File: src/rtl/smb_pkg.sv
package smb_pkg;
  typedef enum logic [2:0] {
    ST_IDLE, ST_RX, ST_RXACK, ST_TX, ST_TXACK, ST_SKIP
  } smb_state_e;

  typedef enum logic [1:0] {
    RL_ADDR, RL_PTR, RL_CNT, RL_DATA
  } rx_role_e;
endpackage

File: src/rtl/smb_cond.sv
module smb_cond #(
  parameter int SYNC_STAGES = 2
) (
  input  logic clk,
  input  logic rst,
  input  logic scl_i,
  input  logic sda_i,
  output logic scl_s,
  output logic sda_s,
  output logic scl_rise,
  output logic scl_fall,
  output logic start_evt,
  output logic stop_evt
);
  logic [SYNC_STAGES-1:0] scl_sr, sda_sr;
  logic scl_p, sda_p;

  always_ff @(posedge clk) begin
    if (rst) begin
      scl_sr <= '1;
      sda_sr <= '1;
      scl_p  <= 1'b1;
      sda_p  <= 1'b1;
    end else begin
      scl_sr <= {scl_sr[SYNC_STAGES-2:0], scl_i};
      sda_sr <= {sda_sr[SYNC_STAGES-2:0], sda_i};
      scl_p  <= scl_s;
      sda_p  <= sda_s;
    end
  end

  assign scl_s     = scl_sr[SYNC_STAGES-1];
  assign sda_s     = sda_sr[SYNC_STAGES-1];
  assign scl_rise  = scl_s & ~scl_p;
  assign scl_fall  = ~scl_s & scl_p;
  assign start_evt = scl_s & scl_p & sda_p & ~sda_s;
  assign stop_evt  = scl_s & scl_p & ~sda_p & sda_s;
endmodule

File: src/rtl/smb_regfile.sv
module smb_regfile #(
  parameter int IDX_W = 7,
  parameter int DW    = 8
) (
  input  logic             clk,
  input  logic             we,
  input  logic [IDX_W-1:0] waddr,
  input  logic [DW-1:0]    wdata,
  input  logic [IDX_W-1:0] raddr,
  output logic [DW-1:0]    rdata
);
  localparam int DEPTH = 1 << IDX_W;
  logic [DW-1:0] mem [DEPTH];

  always_ff @(posedge clk) begin
    if (we) mem[waddr] <= wdata;
    rdata <= mem[raddr];
  end
endmodule

File: src/rtl/smb_timeout.sv
module smb_timeout #(
  parameter int LIMIT = 2500000
) (
  input  logic clk,
  input  logic rst,
  input  logic busy,
  input  logic activity,
  input  logic arm,
  output logic fire
);
  localparam int CW = $clog2(LIMIT) + 1;
  localparam logic [CW-1:0] LAST = CW'(LIMIT - 1);
  logic [CW-1:0] cnt;

  always_ff @(posedge clk) begin
    if (rst || !busy || activity) cnt <= '0;
    else if (cnt != LAST)         cnt <= cnt + 1'b1;
  end

  assign fire = arm && busy && !activity && (cnt == LAST);
endmodule

File: src/rtl/smb_reg_slave.sv
module smb_reg_slave #(
  parameter int IDX_W       = 7,
  parameter int MAX_BLK     = 32,
  parameter int TIMEOUT_CYC = 2500000
) (
  input  logic             clk,
  input  logic             rst,
  input  logic             scl_i,
  input  logic             sda_i,
  input  logic [6:0]       dev_addr,
  output logic             sda_oe,
  output logic             rf_we,
  output logic [IDX_W-1:0] rf_idx,
  output logic [7:0]       rf_wdata
);
  import smb_pkg::*;

  localparam int CNT_W = $clog2(MAX_BLK + 1);
  localparam logic [CNT_W-1:0] CNT_MAX = CNT_W'(MAX_BLK);

  logic scl_s, sda_s, scl_rise, scl_fall, start_evt, stop_evt, to_fire;

  smb_state_e       state;
  rx_role_e         role;
  logic [7:0]       sh, tx_sh, apr, blk_len_q, cfg_q, mem_q, rd_byte, tx_load;
  logic [3:0]       bitcnt;
  logic [IDX_W-1:0] idx;
  logic [CNT_W-1:0] cnt_left, len_clamped;
  logic             single_done, tx_next, tx_is_cnt;

  smb_cond #(.SYNC_STAGES(2)) i_cond (
    .clk(clk), .rst(rst), .scl_i(scl_i), .sda_i(sda_i),
    .scl_s(scl_s), .sda_s(sda_s), .scl_rise(scl_rise), .scl_fall(scl_fall),
    .start_evt(start_evt), .stop_evt(stop_evt)
  );

  smb_regfile #(.IDX_W(IDX_W), .DW(8)) i_rf (
    .clk(clk), .we(rf_we), .waddr(rf_idx), .wdata(rf_wdata),
    .raddr(idx), .rdata(mem_q)
  );

  smb_timeout #(.LIMIT(TIMEOUT_CYC)) i_to (
    .clk(clk), .rst(rst), .busy(state != ST_IDLE),
    .activity(scl_rise | scl_fall | start_evt | stop_evt),
    .arm(cfg_q[4] | (cfg_q[5] & sda_oe)), .fire(to_fire)
  );

  function automatic logic [CNT_W-1:0] clamp(input logic [7:0] v);
    return (v > 8'(MAX_BLK)) ? CNT_MAX : v[CNT_W-1:0];
  endfunction

  // registers 0 and 1 are served from their shadow copies
  always_comb begin
    len_clamped = clamp(blk_len_q);
    if (idx == '0)                  rd_byte = blk_len_q;
    else if (idx == IDX_W'(1))      rd_byte = cfg_q;
    else                            rd_byte = mem_q;
    tx_load = tx_is_cnt ? 8'(len_clamped) : rd_byte;
  end

  always_ff @(posedge clk) begin
    if (rst) begin
      blk_len_q <= '0;
      cfg_q     <= '0;
    end else if (rf_we) begin
      if (rf_idx == '0)             blk_len_q <= rf_wdata;
      else if (rf_idx == IDX_W'(1)) cfg_q     <= rf_wdata;
    end
  end

  always_ff @(posedge clk) begin
    if (rst) begin
      state       <= ST_IDLE;
      role        <= RL_ADDR;
      sh          <= '0;
      tx_sh       <= '0;
      apr         <= '0;
      bitcnt      <= '0;
      idx         <= '0;
      cnt_left    <= '0;
      single_done <= 1'b0;
      tx_next     <= 1'b0;
      tx_is_cnt   <= 1'b0;
      sda_oe      <= 1'b0;
      rf_we       <= 1'b0;
      rf_idx      <= '0;
      rf_wdata    <= '0;
    end else begin
      rf_we <= 1'b0;
      if (to_fire) begin
        state  <= ST_IDLE;
        sda_oe <= 1'b0;
      end else if (start_evt) begin
        state  <= ST_RX;
        role   <= RL_ADDR;
        bitcnt <= '0;
        sda_oe <= 1'b0;
      end else if (stop_evt) begin
        state  <= ST_IDLE;
        sda_oe <= 1'b0;
      end else begin
        case (state)
          ST_RX: begin
            if (scl_rise && bitcnt != 4'd8) begin
              sh     <= {sh[6:0], sda_s};
              bitcnt <= bitcnt + 1'b1;
            end else if (scl_fall && bitcnt == 4'd8) begin
              bitcnt <= '0;
              state  <= ST_RXACK;
              sda_oe <= 1'b1;
              case (role)
                RL_ADDR: begin
                  if (sh[7:1] != dev_addr) begin
                    state  <= ST_SKIP;
                    sda_oe <= 1'b0;
                  end else if (sh[0]) begin
                    tx_next   <= 1'b1;
                    idx       <= apr[IDX_W-1:0];
                    tx_is_cnt <= apr[7];
                  end else begin
                    tx_next <= 1'b0;
                    role    <= RL_PTR;
                  end
                end
                RL_PTR: begin
                  apr         <= sh;
                  idx         <= sh[IDX_W-1:0];
                  single_done <= 1'b0;
                  role        <= sh[7] ? RL_CNT : RL_DATA;
                end
                RL_CNT: begin
                  cnt_left <= clamp(sh);
                  role     <= RL_DATA;
                end
                default: begin
                  if (apr[7]) begin
                    if (cnt_left != '0) begin
                      rf_we    <= 1'b1;
                      rf_idx   <= idx;
                      rf_wdata <= sh;
                      idx      <= idx + 1'b1;
                      cnt_left <= cnt_left - 1'b1;
                    end
                  end else if (!single_done) begin
                    rf_we       <= 1'b1;
                    rf_idx      <= idx;
                    rf_wdata    <= sh;
                    single_done <= 1'b1;
                  end
                end
              endcase
            end
          end
          ST_RXACK: begin
            if (scl_fall) begin
              if (tx_next) begin
                state  <= ST_TX;
                tx_sh  <= tx_load;
                sda_oe <= ~tx_load[7];
                bitcnt <= '0;
              end else begin
                state  <= ST_RX;
                sda_oe <= 1'b0;
              end
            end
          end
          ST_TX: begin
            if (scl_fall) begin
              if (bitcnt == 4'd7) begin
                sda_oe <= 1'b0;
                state  <= ST_TXACK;
                if (tx_is_cnt)   tx_is_cnt <= 1'b0;
                else if (apr[7]) idx <= idx + 1'b1;
              end else begin
                tx_sh  <= {tx_sh[6:0], 1'b0};
                sda_oe <= ~tx_sh[6];
                bitcnt <= bitcnt + 1'b1;
              end
            end
          end
          ST_TXACK: begin
            if (scl_rise && sda_s) begin
              state <= ST_SKIP;
            end else if (scl_fall) begin
              state  <= ST_TX;
              tx_sh  <= tx_load;
              sda_oe <= ~tx_load[7];
              bitcnt <= '0;
            end
          end
          default: ;
        endcase
      end
    end
  end
endmodule

File: config.mk
export PLATFORM = sky130hd
export DESIGN_NAME = smb_reg_slave
export DESIGN_NICKNAME = d
export VERILOG_FILES = /design/src/rtl/smb_pkg.sv /design/src/rtl/smb_cond.sv /design/src/rtl/smb_regfile.sv /design/src/rtl/smb_timeout.sv /design/src/rtl/smb_reg_slave.sv
export SDC_FILE = /design/constraint.sdc
export NUM_CORES = 1
export LEC_CHECK = 0
export BUFFER_PORTS_ARGS = -buffer_cell sky130_fd_sc_hd__buf_2
export CORE_MARGIN = 2
export CORE_UTILIZATION = 30
export CTS_CLUSTER_DIAMETER = 120
export DETAILED_ROUTE_END_ITERATION = 16
export PLACE_DENSITY = 0.48
export SLEW_MARGIN = 25
export SYNTH_ARGS = -nofsm -noshare
export SYNTH_HDL_FRONTEND = slang
export SYNTH_HIERARCHICAL = 1
export SYNTH_SLANG_ARGS = --single-unit
File: constraint.sdc
create_clock -name clk -period 8.5 [get_ports clk]
set_input_delay 1.7 -clock clk [delete_from_list [all_inputs] [get_ports clk]]
set_output_delay 1.7 -clock clk [all_outputs]
set_load 0.02 [all_outputs]
==> run metrics, run 1 <==
r2r setup slk 4.42 ns; worst setup path startpoint i_cond/scl_sr[1]; post-route insts no fill 4547; CP Capture Type flip-flop; worst path arrival time 4.67 ns; pre-CTS setup slack 4.44 ns; global-route usage over all layers 0.157; layout cells sized above 1 0.275; switching share of total power 0.217; Seq/Total Area, Yosys 0.724; drc violations 0; syn_area_per_cell 19.6 sq um; max-slew violation count 0; Reg power frac 0.511; flops & latches, synth 1142; clk_skew 0.0260 ns; DR vias 23300; worst-case clock buffer depth 3; worst setup margin 4.42 ns; placed cell areas 0.0484 sq mm; first-pass GRT wire length 176 mm; Leak 15.9 nW; post-layout instance area 0.0525 sq mm; I/O pin cnt 28; DR pass1 iterations 5; Synth cell types 94; FP Rows 143; largest net degree at the start of global routing 129; Setup Total Neg Slack 0 ns; max_cap viols 0; Net Switching 2.59 mW; clock transition at the registers of the reported paths 0.06 ns; area grow syn2layout 14.9%; grt total ovfl 0; Die Y 394 microns; Mapped Area 0.0457 sq mm; Logic pwr share 0.036; CP Max Fanout 15; DR vias/cell 5.12; Post-DP HPWL 75.1 mm; die area 0.156 sq mm; Final Setup Violations 0; Hold Buf Count CTS 0; Post-CTS Resized 0; Worst Setup EP rf_wdata[1]; fmax 245 MHz; Core ar. 0.152 sq mm; Clock Sinks 1142; Critical Path Most Common Cell and3_1; WL per Instance 26.9 microns; Filler Cells Inserted 14200; Seq. cell area 0.0332 sq mm; footprint of the multi-input gates 0.0120 sq mm; run status finished, final reports clean; nets@finish 2433; vias in the first global route 23900; GP Congestion 0.773; Ys Warns 6; number of setup buffers added after CTS 0; Mapped Cells 2328; CTS buffer count 130; crit path kind reg -> reg; Tcrit/Tclk final 0.479; top cell type by total area after synthesis edfxtp_1; reg2reg path depth 8; Yosys top cell area share 0.672; Root Driver clkbuf_16; Period minus WS final 4.08 ns; pin slew with the least headroom to its limit 1.06 ns; CP Data Required Time 9.09 ns; clock share of power 0.453; Worst-Skew Late Latency 0.77 ns; CTS tree built; worst min-delay path category reg -> reg; post-route ant nets 0; Die W 394 microns; Reg-to-Reg End rf_wdata[1]; CTS HTree Levels 4; Cells after DPL 4307; Synth area leaders edfxtp_1 67%, mux4_2 17%, dfxtp_1 5.2%, nor2_1 1.9%, mux2i_1 0.96%; total wire length 122 mm; internal power 9.33 mW; Post-synth EDFFs 1024; port bufs 27; Peak supply drop 0.177 mV; Initial Util 0.301; Crit-path slowest cell and3_1; crit start category flip-flop; Reg-to-Reg Start i_cond/scl_sr[1]; Net Count, Synth 2351; power per standard cell area 227 mW/mm^2; Main synth FF type edfxtp_1; Max-Slew Margin vs Limit 0.292; RSZ-0062 raised after global routing no; initial drt markers 2276; CP max stage delay 0.87 ns; async set or reset register ratio after synthesis 0; Final Hold Vio Count 0; initial antenna violation count 9; crit path cell chain nor2b_1, or4_1, and4b_1, nor3_2, and3_1, and3_1, mux2i_1, nor2_1
## critical path: cells and delay by family (launching register included)
family,cells,cell delay (ns)
simple gates,7,3.21
mux,1,0.28
flops,1,0.38
## cells in the mapped netlist (5+ instances only)
master / instances
a22oi_1: 6
inv_1: 25
or2_1: 6
a21oi_1: 32
nor3_1: 10
xor2_1: 10
o21ai_0: 17
o32ai_1: 6
nor2b_1: 15
nand3_1: 48
a221oi_1: 5
nand2_1: 49
and4b_1: 6
buf_1: 27
nand4_1: 15
nor2_1: 227
clkbuf_1: 54
edfxtp_1: 1024
mux4_2: 336
ha_1: 12
nand3b_1: 6
a31oi_1: 7
nor4_1: 8
buf_4: 12
or3_1: 7
and3_1: 6
buf_2: 34
mux2_2: 12
mux2i_1: 44
o211ai_1: 5
or4_1: 6
xnor2_1: 18
dfxtp_1: 118
nand4b_1: 6
a211oi_1: 10
## per-layer routing
metal | global-route usage | share of wire | up-vias
li1 | - | - | 9768
met1 | 0.212 | 0.43 | 12700
met2 | 0.259 | 0.49 | 702
met3 | 0.0305 | 0.053 | 142
met4 | 0.0416 | 0.020 | 0
met5 | 0 | 0 | -
## area by class of cell
cell class	count	area share
clock buffers	164	0.0651
flip-flops and latches	1142	0.631
multi-input cells	1029	0.229
inverters	25	0.00179
repair buffers	82	0.0113
well taps	2030	0.0483
clock inverters	74	0.0134
diodes	1	0.0000476
## cell families (layout without fill, tap and decap cells)
group	count (synthesis)	in the layout	synth area share
AOI/OAI and AO/OA	141	141	0.0234
adders and majority gates	12	12	0.00328
other	0	1	0
buffers and inverters	157	345	0.0157
and+or+nand+nor	456	456	0.0503
DFF	1142	1142	0.724
muxes	392	392	0.178
xor gates and xnor gates	28	28	0.00536
## placed cells by master (no fill, tap or decap), types with 14 or more instances in the layout
master,instances
nand2_1,49
nor2_1,183
nand4_1,15
nor2b_1,15
clkinv_2,14
mux4_2,336
o21ai_0,17
clkbuf_1,31
inv_1,25
edfxtp_1,1024
xnor2_1,18
dfxtp_1,106
buf_4,52
clkinv_1,32
nand3_1,46
clkbuf_16,131
nor2_2,44
buf_2,27
mux2i_1,44
a21oi_1,32
## how the worst min path moves through the flow
stage | startpoint | end | slack, ns | cells after the start
2_1_floorplan | i_cond/scl_sr[0] | i_cond/scl_sr[1] | 0.38 | 1
6_report | apr[0] | apr[0] | 0.46 | 2
5_1_grt | apr[1] | apr[1] | 0.48 | 2
4_1_cts | apr[0] | apr[0] | 0.46 | 2
3_3_place_gp | apr[3] | apr[3] | 0.45 | 2
3_5_place_dp | apr[0] | apr[0] | 0.46 | 2
## power groups by stage
stage / clock network, mW / registers (mW) / logic [mW]
global placement: 0 / 6.21 / 0.419
finish: 5.40 / 6.09 / 0.433
CTS: 5.54 / 6.09 / 0.430
global route: 5.75 / 6.09 / 0.471
floorplan: 0 / 6.17 / 0.358
detailed placement: 0 / 6.21 / 0.428
## registers in the layout, summed over array words and instances, names as in the netlist, 3 cells and up
register,flops
apr,8
bitcnt,4
blk_len_q,8
cfg_q,8
cnt_left,6
i_rf/mem,1024
i_rf/rdata,8
i_to/cnt,23
idx,7
rf_idx,7
rf_wdata,8
sh,8
state,3
tx_sh,7
## stage by stage
step                      power (mW)   util  hold slack [ns]
after global routing            12.3  0.346            0.484
after floorplan                 6.53      -            0.383
after CTS                       12.1  0.346            0.465
after detailed placement        6.64  0.319            0.458
after global placement          6.63  0.318            0.447
final                           11.9  0.346            0.463
(Power assumes the default switching activity.)
==> inputs of run 2 (changes only) <==
==> constraint.sdc (replaced) <==
create_clock -name clk -period 3.8 [get_ports clk]
set_input_delay 0.76 -clock clk [delete_from_list [all_inputs] [get_ports clk]]
set_output_delay 0.76 -clock clk [all_outputs]
set_load 0.02 [all_outputs]
==> run 2 against run 1 <==
  * Power grew 120%
  * Sequential cell count is the same
  * Sequential power grew 120%
  * Cell count grew 1.7%
  * Routed wire length shrank 3.2%
  * Worst hold slack lost 0.22 ns
  * Fmax grew 16%
  * Combinational power grew 140%
  * Setup slack lost 4.1 ns
  * Register-to-register slack lost 4.1 ns
  * Largest power group unchanged
  * Highest routed layer is now met5
==> run metrics, run 2 (synthesis results as in run 1) <==
CTS tree built; Leak 16.3 nW (+2.8%); layout cells sized above 1 0.287 (+0.0116); CTS buffer count 121 (-6.9%); HP Start sda_i; Root Driver clkbuf_16; placed cell areas 0.0492 sq mm (+1.7%); CP Data Required Time 4.37 ns (-4.72 ns); Final Setup Violations 0 (unchanged); run status finished, final reports clean; grt total ovfl 0 (unchanged); Core ar. 0.152 sq mm (unchanged); initial drt markers 2059 (-9.5%); Post-CTS Resized 0 (unchanged); most frequent cells in the layout 1024 x edfxtp_1, 336 x mux4_2, 225 x nor2_1; max-slew violation count 0 (unchanged); clock share of power 0.443 (-0.010); Largest Register i_rf/mem; vias in the first global route 23900 (-0.054%); number of setup buffers added after CTS 0 (unchanged); Reg power frac 0.516 (+0.005); worst path arrival time 4.09 ns (-0.58 ns); commonest non-fill, non-tap cell in the layout edfxtp_1; Net Switching 5.53 mW (+110%); DR pass1 iterations 5 (unchanged); Final Hold Vio Count 0 (unchanged); Reg-to-Reg End rf_wdata[7]; Setup Total Neg Slack 0 ns (unchanged); Logic pwr share 0.040 (+0.004); DR vias 23200 (-0.41%); hold path cells 2 (unchanged); FP Rows 143 (unchanged); Hold Buf Count CTS 0 (unchanged); reg2reg path depth 8 (unchanged); pin slew with the least headroom to its limit 1.04 ns (-0.0166 ns); Die Y 394 microns (unchanged); area grow syn2layout 16.1%; GP Congestion 0.794 (+2.7%); Die W 394 microns (unchanged); CP Capture Type flip-flop; Post-DP HPWL 74.4 mm (-0.90%); CTS HTree Levels 3 (-1); Tcrit/Tclk final 0.926 (+0.447); clock transition at the registers of the reported paths 0.06 ns (about the same); fmax 284 MHz (+16%); RSZ-0062 raised after global routing no; Worst-Skew Late Latency 0.73 ns (-0.04 ns); first-pass GRT wire length 173 mm (-2.1%); post-route total power 26.3 mW (+120%); Cells after DPL 4399 (+2.1%); clk_skew 0.0382 ns (+0.0122 ns); switching share of total power 0.211 (-0.00640); Ant. Diodes 0 (-1); die area 0.156 sq mm (unchanged); internal power 20.7 mW (+120%); I/O pin cnt 28 (unchanged); post-layout instance area 0.0531 sq mm (+1.1%); WL per Instance 25.6 microns (-4.8%); post-route insts no fill 4626 (+1.7%); r2r setup slk 0.28 ns (-4.14 ns); power per standard cell area 494 mW/mm^2 (+120%); initial antenna violation count 16 (+7); Hold Path End i_cond/sda_sr[0]; largest net degree at the start of global routing 132 (+2.3%); Period minus WS final 3.52 ns (-0.556 ns); nets@finish 2515 (+3.4%); Peak supply drop 0.383 mV (+120%); Reg-to-Reg Start i_cond/sda_sr[1]; worst min-delay path category in -> reg; Initial Util 0.301 (unchanged); DR vias/cell 5.01 (-2.1%); crit path kind reg -> reg; global-route usage over all layers 0.151 (-0.00536); drc violations 0 (unchanged); tightest hold margin 0.242 ns (-0.221 ns); Clock Sinks 1142 (unchanged); worst-case clock buffer depth 3 (unchanged); crit start category flip-flop; total wire length 118 mm (-3.2%); Largest regs i_rf/mem x1024, i_to/cnt x23; post-route ant nets 0 (unchanged); Max-Slew Margin vs Limit 0.304 (+0.0121); number of flip-flops in the largest register 1024 (unchanged); max_cap viols 0 (unchanged); CP Max Fanout 15 (unchanged); port bufs 27 (unchanged)
==> run 2: power by group through the flow <==
stage / clock (mW) / combinational (mW) / sequential, mW
2_1_floorplan: 0 / 0.802 / 13.8
6_report: 11.6 / 1.06 / 13.6
3_5_place_dp: 0 / 1.06 / 13.8
4_1_cts: 12.0 / 1.06 / 13.6
5_1_grt: 12.4 / 1.15 / 13.6
3_3_place_gp: 0 / 1.05 / 13.8
==> run 2: worst max-delay path: stages, from the launching register on <==
cell and delay, ns:
dfxtp_1 0.37, and4b_1 0.55, or4_1 0.23, and4b_1 0.32, nor3_2 0.25, and3_1 0.44
and3_1 0.85, mux2i_1 0.30, nor2_1 0.08
==> run 2: cell type report <==
| class | instances | area (sq um) |
|---|---|---|
| fillers | 14200 | 98600 |
| multi-input cells | 1029 | 11900 |
| flip-flops and latches | 1142 | 33200 |
| inverters | 25 | 93.8 |
| clock buffers | 141 | 3120 |
| repair buffers | 173 | 1470 |
| clock inverters | 86 | 803 |
| well taps | 2030 | 2540 |
==> run 2: how the worst max path moves through the flow <==
stage	startpoint	end	slack (ns)	cells after the start
after global routing	i_cond/sda_sr[1]	rf_wdata[5]	0.06	8
after detailed placement	i_cond/sda_sr[1]	rf_wdata[7]	0.35	8
final	i_cond/sda_sr[1]	rf_wdata[7]	0.28	8
after CTS	i_cond/sda_sr[1]	rf_wdata[7]	0.29	8
after floorplan	idx[0]	i_rf/rdata[0]	0.87	6
after global placement	i_cond/sda_sr[1]	rf_idx[3]	0.44	8
==> run 2: stage by stage <==
stage | util | worst slack [ns]
after floorplan | - | 0.869
after global placement | 0.324 | 0.438
after detailed placement | 0.324 | 0.351
after CTS | 0.350 | 0.291
after global routing | 0.350 | 0.0576
final | 0.350 | 0.281
==> run 2: per-layer routing <==
| metal | vias up | GRT usage | wire length (microns) | share of wire |
|---|---|---|---|---|
| met1 | 12400 | 0.209 | 51700 | 0.44 |
| met4 | 4 | 0.0369 | 2520 | 0.021 |
| met2 | 686 | 0.242 | 56500 | 0.48 |
| li1 | 9914 | - | - | - |
| met3 | 152 | 0.0351 | 7580 | 0.064 |
| met5 | - | 0 | 14 | 0.00012 |
